File: src/rtl/mdio_gw_pkg.sv
// Shared types and constants for the MDIO gateway master.
// Assumes clause 22 framing with 5-bit addresses and 16-bit data.
package mdio_gw_pkg;
    localparam int DATA_W = 16;
    localparam int ADR_W  = 5;
    localparam int PT_W   = 8;
    localparam int PH_W   = PT_W + 1;

    localparam logic [1:0] OP_WR = 2'b01;
    localparam logic [1:0] OP_RD = 2'b10;

    // Gateway fields packed so that they map onto bits 28:0 of the word.
    typedef struct packed {
        logic              st;
        logic [1:0]        op;
        logic [ADR_W-1:0]  phy;
        logic [ADR_W-1:0]  regad;
        logic [DATA_W-1:0] data;
    } gw_t;

    typedef struct packed {
        logic [PT_W-1:0] out_pt;
        logic [PT_W-1:0] in_pt;
        logic [PT_W-1:0] period;
        logic            full_drv;
        logic            sig33;
        logic [1:0]      mode;
    } cfg_t;
endpackage

File: src/rtl/mdio_mdc_gen.sv
// MDC generator and frame sequencer.
// A phase counter spans one whole MDC period (2*(period+1) cycles);
// MDC is low for the first half and high for the second. A slot counter
// advances once per period. Strobes mark the programmed output and input
// points. Assumes out_pt and in_pt are below 2*(period+1).
module mdio_mdc_gen
    import mdio_gw_pkg::*;
#(
    parameter int SLOTS  = 64,
    parameter int SLOT_W = $clog2(SLOTS)
) (
    input  logic              clk,
    input  logic              rst_n,
    input  logic              run,
    input  logic [PT_W-1:0]   period,
    input  logic [PT_W-1:0]   out_pt,
    input  logic [PT_W-1:0]   in_pt,
    output logic              mdc,
    output logic              out_stb,
    output logic              in_stb,
    output logic [SLOT_W-1:0] slot,
    output logic              frame_done
);
    localparam logic [SLOT_W-1:0] LAST_SLOT = SLOT_W'(SLOTS - 1);

    logic [PH_W-1:0] ph;
    logic [PH_W-1:0] ph_last;

    assign ph_last = {period, 1'b1};

    // Purpose: advance the phase counter and the slot counter while a frame runs.
    always_ff @(posedge clk) begin
        if (!rst_n || !run) begin
            ph   <= '0;
            slot <= '0;
        end else if (ph == ph_last) begin
            ph <= '0;
            if (slot != LAST_SLOT) slot <= slot + 1'b1;
        end else begin
            ph <= ph + 1'b1;
        end
    end

    // Purpose: decode the MDC level, the sample strobes and the end of the frame.
    always_comb begin
        mdc        = run && (ph > {1'b0, period});
        out_stb    = run && (ph == {1'b0, out_pt});
        in_stb     = run && (ph == {1'b0, in_pt});
        frame_done = run && (ph == ph_last) && (slot == LAST_SLOT);
    end

    // MDC rises after exactly period+1 low cycles.
    a_r4_rise_phase: assert property (@(posedge clk) disable iff (!rst_n)
        $rose(mdc) |-> ph == {1'b0, period} + 1'b1);
    // a falling MDC during a frame starts a new period at phase 0.
    a_r4_fall_phase: assert property (@(posedge clk) disable iff (!rst_n)
        ($fell(mdc) && run) |-> ph == '0);
endmodule

File: src/rtl/mdio_frame_io.sv
// MDIO bit engine. Selects the frame bit for the current slot and
// registers it at the output point. It releases MDIO for the turnaround and
// data of a read, and shifts in the read data at the input point.
// Outputs are gated by run, so they drop as soon as the frame ends.
module mdio_frame_io
    import mdio_gw_pkg::*;
#(
    parameter int PRE_LEN = 32,
    parameter int SLOTS   = PRE_LEN + 32,
    parameter int SLOT_W  = $clog2(SLOTS)
) (
    input  logic              clk,
    input  logic              rst_n,
    input  logic              run,
    input  logic              out_stb,
    input  logic              in_stb,
    input  logic [SLOT_W-1:0] slot,
    input  logic [1:0]        op,
    input  logic [ADR_W-1:0]  phy,
    input  logic [ADR_W-1:0]  regad,
    input  logic [DATA_W-1:0] wdata,
    input  logic              mdio_i,
    output logic              mdio_o,
    output logic              mdio_oe,
    output logic [DATA_W-1:0] rd_next
);
    localparam logic [SLOT_W-1:0] LAST_SLOT = SLOT_W'(SLOTS - 1);
    localparam logic [SLOT_W-1:0] TA_SLOT   = SLOT_W'(SLOTS - DATA_W - 2);
    localparam logic [SLOT_W-1:0] DAT_SLOT  = SLOT_W'(SLOTS - DATA_W);

    logic [SLOTS-1:0]  frame_vec;
    logic              is_rd;
    logic              released;
    logic              cur_bit;
    logic              cap;
    logic              o_q;
    logic              oe_q;
    logic [DATA_W-1:0] shift_q;

    // Purpose: build the frame image and pick the bit and enable for this slot.
    always_comb begin
        frame_vec = {{PRE_LEN{1'b1}}, 2'b01, op, phy, regad, 2'b10, wdata};
        is_rd     = (op == OP_RD);
        released  = is_rd && (slot >= TA_SLOT);
        cur_bit   = frame_vec[LAST_SLOT - slot];
        cap       = in_stb && is_rd && (slot >= DAT_SLOT);
        rd_next   = cap ? {shift_q[DATA_W-2:0], mdio_i} : shift_q;
    end

    // Purpose: update the MDIO data and enable only at the output point.
    always_ff @(posedge clk) begin
        if (!rst_n || !run) begin
            o_q  <= 1'b0;
            oe_q <= 1'b0;
        end else if (out_stb) begin
            o_q  <= cur_bit;
            oe_q <= !released;
        end
    end

    // Purpose: shift read data in at the input point during data slots.
    always_ff @(posedge clk) begin
        if (!rst_n || !run) shift_q <= '0;
        else                shift_q <= rd_next;
    end

    assign mdio_o  = run && o_q;
    assign mdio_oe = run && oe_q;

    // driven data and enable hold between output points.
    a_r7_hold_between: assert property (@(posedge clk) disable iff (!rst_n)
        (run && !out_stb) |=> (!run || ($stable(o_q) && $stable(oe_q))));
    // MDIO stays released from the second turnaround slot onward in a read.
    a_r6_released: assert property (@(posedge clk) disable iff (!rst_n)
        (run && is_rd && slot > TA_SLOT) |-> !mdio_oe);
endmodule

File: src/rtl/mdio_gw_master.sv
// MDIO clause 22 gateway master, top level.
// Holds the gateway and configuration words, launches a frame when a
// command with busy set is written while idle, and cancels it on a zero
// write. The read result is taken into the data field at completion.
// Assumes configuration is not changed while a frame runs.
module mdio_gw_master
    import mdio_gw_pkg::*;
#(
    parameter int ADDR_W  = 3,
    parameter int PRE_LEN = 32
) (
    input  logic              clk,
    input  logic              rst_n,
    input  logic              reg_wr,
    input  logic [ADDR_W-1:0] reg_addr,
    input  logic [31:0]       reg_wdata,
    output logic [31:0]       reg_rdata,
    output logic              mdc,
    output logic              mdio_o,
    output logic              mdio_oe,
    input  logic              mdio_i
);
    localparam int SLOTS  = PRE_LEN + 32;
    localparam int SLOT_W = $clog2(SLOTS);
    localparam logic [ADDR_W-1:0] GW_OFS  = ADDR_W'(0);
    localparam logic [ADDR_W-1:0] CFG_OFS = ADDR_W'(4);

    gw_t               gw_q;
    cfg_t              cfg_q;
    logic              busy_q;
    logic              wr_gw;
    logic              wr_cfg;
    logic              out_stb;
    logic              in_stb;
    logic              frame_done;
    logic [SLOT_W-1:0] slot;
    logic [DATA_W-1:0] rd_next;

    assign wr_gw  = reg_wr && (reg_addr == GW_OFS);
    assign wr_cfg = reg_wr && (reg_addr == CFG_OFS);

    // Purpose: gateway word, busy flag, launch, cancel and read capture.
    always_ff @(posedge clk) begin
        if (!rst_n) begin
            gw_q   <= '0;
            busy_q <= 1'b0;
        end else if (busy_q) begin
            if (frame_done) begin
                busy_q <= 1'b0;
                if (gw_q.op == OP_RD) gw_q.data <= rd_next;
            end else if (wr_gw && reg_wdata == 32'd0) begin
                busy_q <= 1'b0;
            end
        end else if (wr_gw) begin
            gw_q   <= gw_t'(reg_wdata[28:0]);
            busy_q <= reg_wdata[30];
        end
    end

    // Purpose: configuration word storage.
    always_ff @(posedge clk) begin
        if (!rst_n) begin
            cfg_q <= '0;
        end else if (wr_cfg) begin
            cfg_q.out_pt   <= reg_wdata[31:24];
            cfg_q.in_pt    <= reg_wdata[23:16];
            cfg_q.period   <= reg_wdata[15:8];
            cfg_q.full_drv <= reg_wdata[4];
            cfg_q.sig33    <= reg_wdata[2];
            cfg_q.mode     <= reg_wdata[1:0];
        end
    end

    // Purpose: read mux for the two words.
    always_comb begin
        if (reg_addr == GW_OFS)
            reg_rdata = {1'b0, busy_q, 1'b0, gw_q};
        else if (reg_addr == CFG_OFS)
            reg_rdata = {cfg_q.out_pt, cfg_q.in_pt, cfg_q.period, 3'b000,
                         cfg_q.full_drv, 1'b0, cfg_q.sig33, cfg_q.mode};
        else
            reg_rdata = 32'd0;
    end

    mdio_mdc_gen #(
        .SLOTS  (SLOTS),
        .SLOT_W (SLOT_W)
    ) u_gen (
        .clk        (clk),
        .rst_n      (rst_n),
        .run        (busy_q),
        .period     (cfg_q.period),
        .out_pt     (cfg_q.out_pt),
        .in_pt      (cfg_q.in_pt),
        .mdc        (mdc),
        .out_stb    (out_stb),
        .in_stb     (in_stb),
        .slot       (slot),
        .frame_done (frame_done)
    );

    mdio_frame_io #(
        .PRE_LEN (PRE_LEN),
        .SLOTS   (SLOTS),
        .SLOT_W  (SLOT_W)
    ) u_io (
        .clk     (clk),
        .rst_n   (rst_n),
        .run     (busy_q),
        .out_stb (out_stb),
        .in_stb  (in_stb),
        .slot    (slot),
        .op      (gw_q.op),
        .phy     (gw_q.phy),
        .regad   (gw_q.regad),
        .wdata   (gw_q.data),
        .mdio_i  (mdio_i),
        .mdio_o  (mdio_o),
        .mdio_oe (mdio_oe),
        .rd_next (rd_next)
    );

    // idle bus keeps MDC low and MDIO released.
    a_r11_idle_quiet: assert property (@(posedge clk) disable iff (!rst_n)
        !busy_q |-> (!mdc && !mdio_oe));
    // a launch command while idle raises busy.
    a_r3_launch: assert property (@(posedge clk) disable iff (!rst_n)
        (!busy_q && wr_gw && reg_wdata[30]) |=> busy_q);
    // the end of the last MDC period clears busy.
    a_r3_complete: assert property (@(posedge clk) disable iff (!rst_n)
        frame_done |=> !busy_q);
    // nonzero writes while busy change nothing.
    a_r9_ignore_busy: assert property (@(posedge clk) disable iff (!rst_n)
        (busy_q && wr_gw && reg_wdata != 32'd0 && !frame_done)
        |=> (busy_q && gw_q == $past(gw_q)));
    // a zero write while busy cancels at once.
    a_r10_cancel: assert property (@(posedge clk) disable iff (!rst_n)
        (busy_q && wr_gw && reg_wdata == 32'd0 && !frame_done)
        |=> (!busy_q && !mdc && !mdio_oe && gw_q == $past(gw_q)));
endmodule

File: config.mk
export PLATFORM = sky130hd
export DESIGN_NAME = mdio_gw_master
export DESIGN_NICKNAME = d
export VERILOG_FILES = /design/src/rtl/mdio_gw_pkg.sv /design/src/rtl/mdio_mdc_gen.sv /design/src/rtl/mdio_frame_io.sv /design/src/rtl/mdio_gw_master.sv
export SDC_FILE = /design/constraint.sdc
export NUM_CORES = 1
export LEC_CHECK = 0
export BUFFER_PORTS_ARGS = -buffer_cell sky130_fd_sc_hd__buf_2
export CELL_PAD_IN_SITES_DETAIL_PLACEMENT = 2
export CELL_PAD_IN_SITES_GLOBAL_PLACEMENT = 2
export CORE_MARGIN = 2
export CORE_UTILIZATION = 37
export CTS_CLUSTER_DIAMETER = 100
export DETAILED_ROUTE_END_ITERATION = 16
export GPL_TIMING_DRIVEN = 1
export PLACE_DENSITY = 0.84
export SLEW_MARGIN = 20
export SYNTH_ARGS = -nofsm -noshare
export SYNTH_HDL_FRONTEND = slang
export SYNTH_SLANG_ARGS = --single-unit
File: constraint.sdc
create_clock -name clk -period 3.7 [get_ports clk]
set_clock_uncertainty 0.2 [all_clocks]
set_input_delay 0.74 -clock clk [delete_from_list [all_inputs] [get_ports clk]]
set_output_delay 0.74 -clock clk [all_outputs]
set_load 0.02 [all_outputs]
==> impl_metrics.py, run 1 <==
metrics = {
    "global_route": {
        "grt_pass1_wl_mm": 28.4,
        "antenna_found_initial": 0,
        "grt_max_degree": 44,
        "grt_util_all_layers_pct": 26.1,
        "grt_pass1_vias": 5027,
        "overflow": 0,
    },
    "final_layout": {
        "regArea_sq_um": 1820,
        "finish.net_count": 678,
        "drive_gt1_share_pct": 19.7,
        "fin_util_pct": 43.6,
        "num_antenna_cells": 0,
        "n_fill_cell": 1502,
        "multi_input_area_sq_um": 2840,
        "area_delta_synth_final_pct": 16.3,
    },
    "timing": {
        "timing.fmax_ghz": 0.293,
        "worst_pin_slew_ns": 0.802,
        "setup_viol": 0,
        "period_needed_ns": 3.41,
        "max_slew_margin_pct": 46.4,
        "period_share_pct": 92.3,
        "fin_tns_setup_ns": 0,
        "maxSlewViolCount": 0,
        "final_hold_viol_count": 0,
        "rsz0062_at_grt": "false",
    },
    "setup_path": {
        "crit_path_start_kind": "flop",
        "worstPathArrival_ns": 2.47,
        "worstSetupPathType": "reg -> out",
        "end_kind": "output port",
        "path_max_fanout": 4,
        "required_ns": 2.76,
    },
    "clock_tree": {
        "cts-root-buf": "clkbuf_16",
        "cts_resized": 0,
        "cts_htree_levels": 3,
        "hold_buffers": 0,
        "numCtsBuffers": 9,
        "post_cts_buffers": 0,
        "cts.sinks": 91,
        "worstSkewPairLatency_ns": 0.35,
        "clock_path_buffers": 2,
        "clk_pin_slew_ns": 0.07,
        "cts_tree": "yes",
    },
    "die": {
        "die_x_um": 119,
        "num_rows": 42,
        "dieArea_sq_um": 14200,
        "core_sq_um": 13100,
        "pin_count": 74,
        "start_util_pct": 37.5,
        "die_h_um": 119,
    },
    "logic_synthesis": {
        "ys.flop_type": "dfxtp_1",
        "synth_area_per_cell_sq_um": 8.62,
        "synthTopCellsByArea": "dfxtp_1, nand2_1, o31a_1, a21oi_1, a22o_1",
        "synth_area_sq_um": 4920,
        "async_reset_ff_share_pct": 0,
        "synth_nets": 620,
        "yosysWarnings": 0,
        "synth_cell_type_count": 54,
        "synthCells": 571,
        "synth-seq-cells": 91,
        "post-synth-top-count-cell": "nand2_1",
        "yosys.area.top_type": "dfxtp_1",
        "synth_top_area_share_pct": 37.0,
        "seq_area_frac_synth_pct": 37.0,
        "ys_top_cells_by_count": "nand2_1, dfxtp_1, a21oi_1",
        "synth_edf_count": 0,
    },
    "drt": {
        "drt_first_pass_iters": 4,
        "viasPerCell": 5.68,
        "antenna_left": 0,
        "drtIter0Drc": 217,
        "routed-wl-met2_mm": 9.25,
        "route.detailed.wl_per_inst_um": 22.2,
        "vias": 4600,
        "drt-met1-wl_mm": 7.90,
        "wl_mm": 18.0,
        "met3_length_um": 511,
        "drc": 0,
        "top_layer_used": "met4",
    },
    "job": {
        "max_cap_violations": 0,
    },
    "min_path": {
        "hp-class": "reg -> reg",
    },
    "place": {
        "gp_congestion": 0.862,
        "portBuffers": 73,
        "hpwl_mm": 13.1,
    },
    "power": {
        "power_leakage_nw": 2.11,
        "ir_drop_mv": 0.190,
        "powerDensity_nw_per_um2": 369,
    },
    "outcome": {
        "run_status": "finished clean",
    },
}
## layout make-up
type | count | area share [%]
Multi-Input combinational cell | 424 | 49.6
Sequential cell | 91 | 31.8
Timing Repair Buffer | 88 | 8.57
Clock buffer | 11 | 4.07
Tap cell | 176 | 3.85
Clock inverter | 5 | 1.09
Inverter | 15 | 0.984
## where the power goes
group	total (mW)	internal (mW)	switching, mW
logic	0.160	0.0595	0.101
clock network	0.940	0.528	0.412
registers	1.01	0.995	0.0193
## per-stage QoR
stage	std cells	cell area [sq um]	setup slack [ns]	power (mW)	hold WS (ns)
final	810	5720	0.286	2.11	0.263
after global routing	810	5720	0.271	2.18	0.288
after CTS	810	5720	0.264	2.13	0.263
after detailed placement	794	5430	0.641	1.19	0.254
after global placement	794	5430	0.916	1.19	0.243
after floorplan	571	4920	0.890	1.12	0.236
## worst paths after layout
check / slack, ns / end / startpoint / cells past startpoint
min: 0.26 / cfg_q[1] / cfg_q[1] / 2
max: 0.29 / mdc / cfg_q[7] / 7
max reg2reg: 0.92 / gw_q[15] / u_gen.slot[0] / 6
min reg2reg: 0.26 / cfg_q[1] / cfg_q[1] / 2
## critical path, cell delays in order (launching register included)
cell and delay, ns:
dfxtp_1 0.43, inv_1 0.07, ha_1 0.33, a2111oi_0 0.59
a221o_1 0.25, a21oi_1 0.09, o21a_1 0.20, buf_2 0.16
## logic make-up after synthesis
family                   count (synthesis)  share of synthesized area [%]
multiplexers                            27                           6.53
buffers and inverters                   56                           5.54
XOR/XNOR                                32                           6.76
flip-flops                              91                           37.0
AND/OR/NAND/NOR                        229                           23.4
adder cells (fa/ha/maj)                 10                           2.54
AO/OA/AOI/OAI                          126                           18.3
## state kept, by name (all words and copies together), names as in the netlist
register,cells
gw_q,29
cfg_q,28
u_io.shift_q,16
u_gen.ph,9
u_gen.slot,6
busy_q,1
u_io.o_q,1
u_io.oe_q,1
## layer usage
layer / vias up / GRT usage, %
li1: 2114 / -
met1: 2364 / 32.9
met2: 100 / 46.2
met3: 22 / 3.26
met4: 0 / 8.75
met5: - / 0
## cells in the final DEF (no fill, tap or decap), drive strengths merged, types with 3 or more instances in the layout
cell type  count
a21oi         50
a22o          26
and2          27
and3           4
buf           88
clkbuf        11
dfxtp         91
ha            10
inv           15
mux2i         22
mux4           4
nand2        114
nand3         15
nand4         12
nor2          17
nor2b         16
nor3           5
nor4           9
o211ai         3
o31a          30
xnor2         28
xor2           4
No activity file was read; power rests on OpenSTA's default activity.
==> run 2, diff against run 1 <==
- PLACE_DENSITY: 0.84 -> 0.89
==> impl_metrics.py, run 2 (synthesis results as in run 1) <==
metrics = {
    "drt": {
        "antenna_left": 0,
        "drtIter0Drc": 212,
        "drc": 0,
        "viasPerCell": 5.83,
        "drt_first_pass_iters": 5,
        "vias": 4720,
        "wl_mm": 19.2,
        "route.detailed.wl_per_inst_um": 23.6,
    },
    "clock_tree": {
        "numCtsBuffers": 9,
        "cts.sinks": 91,
        "cts_tree": "yes",
        "cts_resized": 0,
        "worstSkewPairLatency_ns": 0.36,
        "clock_path_buffers": 2,
        "clk_pin_slew_ns": 0.07,
        "hold_buffers": 0,
        "post_cts_buffers": 0,
        "cts_htree_levels": 3,
        "cts-root-buf": "clkbuf_16",
    },
    "timing": {
        "setup_viol": 0,
        "period_share_pct": 87.8,
        "maxSlewViolCount": 0,
        "timing.fmax_ghz": 0.308,
        "period_needed_ns": 3.25,
        "rsz0062_at_grt": "false",
        "fin_tns_setup_ns": 0,
        "max_slew_margin_pct": 47.9,
        "fin_ws_ns": 0.453,
        "final_hold_viol_count": 0,
        "worst_pin_slew_ns": 0.776,
    },
    "final_layout": {
        "largest_reg_flops": 29,
        "most-common-layout-cells": "nand2_1, dfxtp_1, buf_2",
        "drive_gt1_share_pct": 19.9,
        "final_cell_area_sq_um": 5750,
        "num_antenna_cells": 0,
        "fin_util_pct": 43.7,
        "final_common_cell": "nand2_1",
        "finish.net_count": 678,
        "area_delta_synth_final_pct": 16.7,
        "reg_top3": "gw_q x29, cfg_q x28, u_io.shift_q x16",
        "top_register": "gw_q",
    },
    "die": {
        "dieArea_sq_um": 14200,
        "core_sq_um": 13100,
        "pin_count": 74,
        "num_rows": 42,
        "die_x_um": 119,
        "start_util_pct": 37.5,
        "die_h_um": 119,
    },
    "setup_path": {
        "startpoint": "u_gen.ph[3]",
        "r2r.worst_path.cells": 7,
        "r2r-end": "gw_q[1]",
        "end_kind": "output port",
        "slowest_delay_ns": 0.56,
        "worstPathArrival_ns": 2.31,
        "reg2reg_slack_ns": 0.79,
        "path_max_fanout": 8,
        "r2r_start": "u_gen.slot[0]",
        "required_ns": 2.76,
        "crit_chain": "ha_1 > a2111oi_0 > a221o_1 > a21oi_1 > o21a_1 > buf_2",
        "worstSetupPathType": "reg -> out",
        "crit_path_start_kind": "flop",
        "crit_slowest_cell": "dfxtp_1",
    },
    "min_path": {
        "hold_depth": 2,
        "hold_end": "cfg_q[1]",
        "hp-class": "reg -> reg",
        "hold_path_startpoint": "cfg_q[1]",
    },
    "place": {
        "place_area_sq_um": 5420,
        "pre_cts_ws_ns": 0.845,
        "portBuffers": 73,
        "hpwl_mm": 13.4,
        "gp_congestion": 0.894,
    },
    "power": {
        "powerDensity_nw_per_um2": 385,
        "power_leakage_nw": 2.13,
        "ir_drop_mv": 0.194,
    },
    "global_route": {
        "antenna_found_initial": 0,
        "grt_pass1_vias": 5247,
        "overflow": 0,
        "grt_util_all_layers_pct": 27.6,
        "grt_max_degree": 46,
        "grt_pass1_wl_mm": 30.1,
    },
    "outcome": {
        "run_status": "finished clean",
    },
    "job": {
        "max_cap_violations": 0,
    },
}
## run 2: cell count changes in the layout (fill, tap and decap cells not counted)
cell	change
clkinv_4	-1
clkbuf_8	+2
inv_6	-1
clkinv_2	+1
clkinvlp_4	-1
bufinv_16	+1
clkbuf_1	-1
buf_12	-1
buf_4	+1
## run 2: final cells by class
type                            instances  area [sq um]
Sequential cell                        91          1820
Timing Repair Buffer                   88           478
Inverter                               15          56.3
Tap cell                              176           220
Clock inverter                          4          72.6
Clock buffer                           12           256
Fill cell                            1462          7390
Multi-Input combinational cell        424          2840
## run 2: worst max-delay path: cells and delay by family (launching register included)
family          cells  cell delay [ns]
fa+ha+maj           1             0.33
buf+inv             1             0.16
compound gates      4             0.90
flops               1             0.56
## run 2: worst max-delay path by stage
stage	endpoint	slack (ns)	cells past startpoint
finish	mdc	0.45	6
global route	mdc	0.33	6
CTS	mdc	0.45	6
detailed placement	mdc	0.85	6
global placement	mdc	0.90	6
floorplan	reg_rdata[12]	0.89	4
## run 2: power by group
part           internal [mW]  switching [mW]
registers              0.995          0.0175
clock network          0.628           0.408
logic                 0.0596           0.106
## run 2: per-layer routing
| layer | wire [um] | vias to the layer above | global-route usage (%) |
|---|---|---|---|
| met5 | 0 | - | 0 |
| met4 | 602 | 0 | 12.5 |
| met3 | 850 | 45 | 3.83 |
| met2 | 9720 | 167 | 48.3 |
| met1 | 7980 | 2390 | 33.7 |
| li1 | - | 2118 | - |
## run 2: metrics by stage
| stage | std cells | total power, mW | hold WS [ns] |
|---|---|---|---|
| 2_1_floorplan | 571 | 1.12 | 0.236 |
| 3_3_place_gp | 794 | 1.18 | 0.245 |
| 3_5_place_dp | 794 | 1.19 | 0.272 |
| 4_1_cts | 810 | 2.23 | 0.281 |
| 5_1_grt | 810 | 2.28 | 0.310 |
| 6_report | 810 | 2.21 | 0.279 |
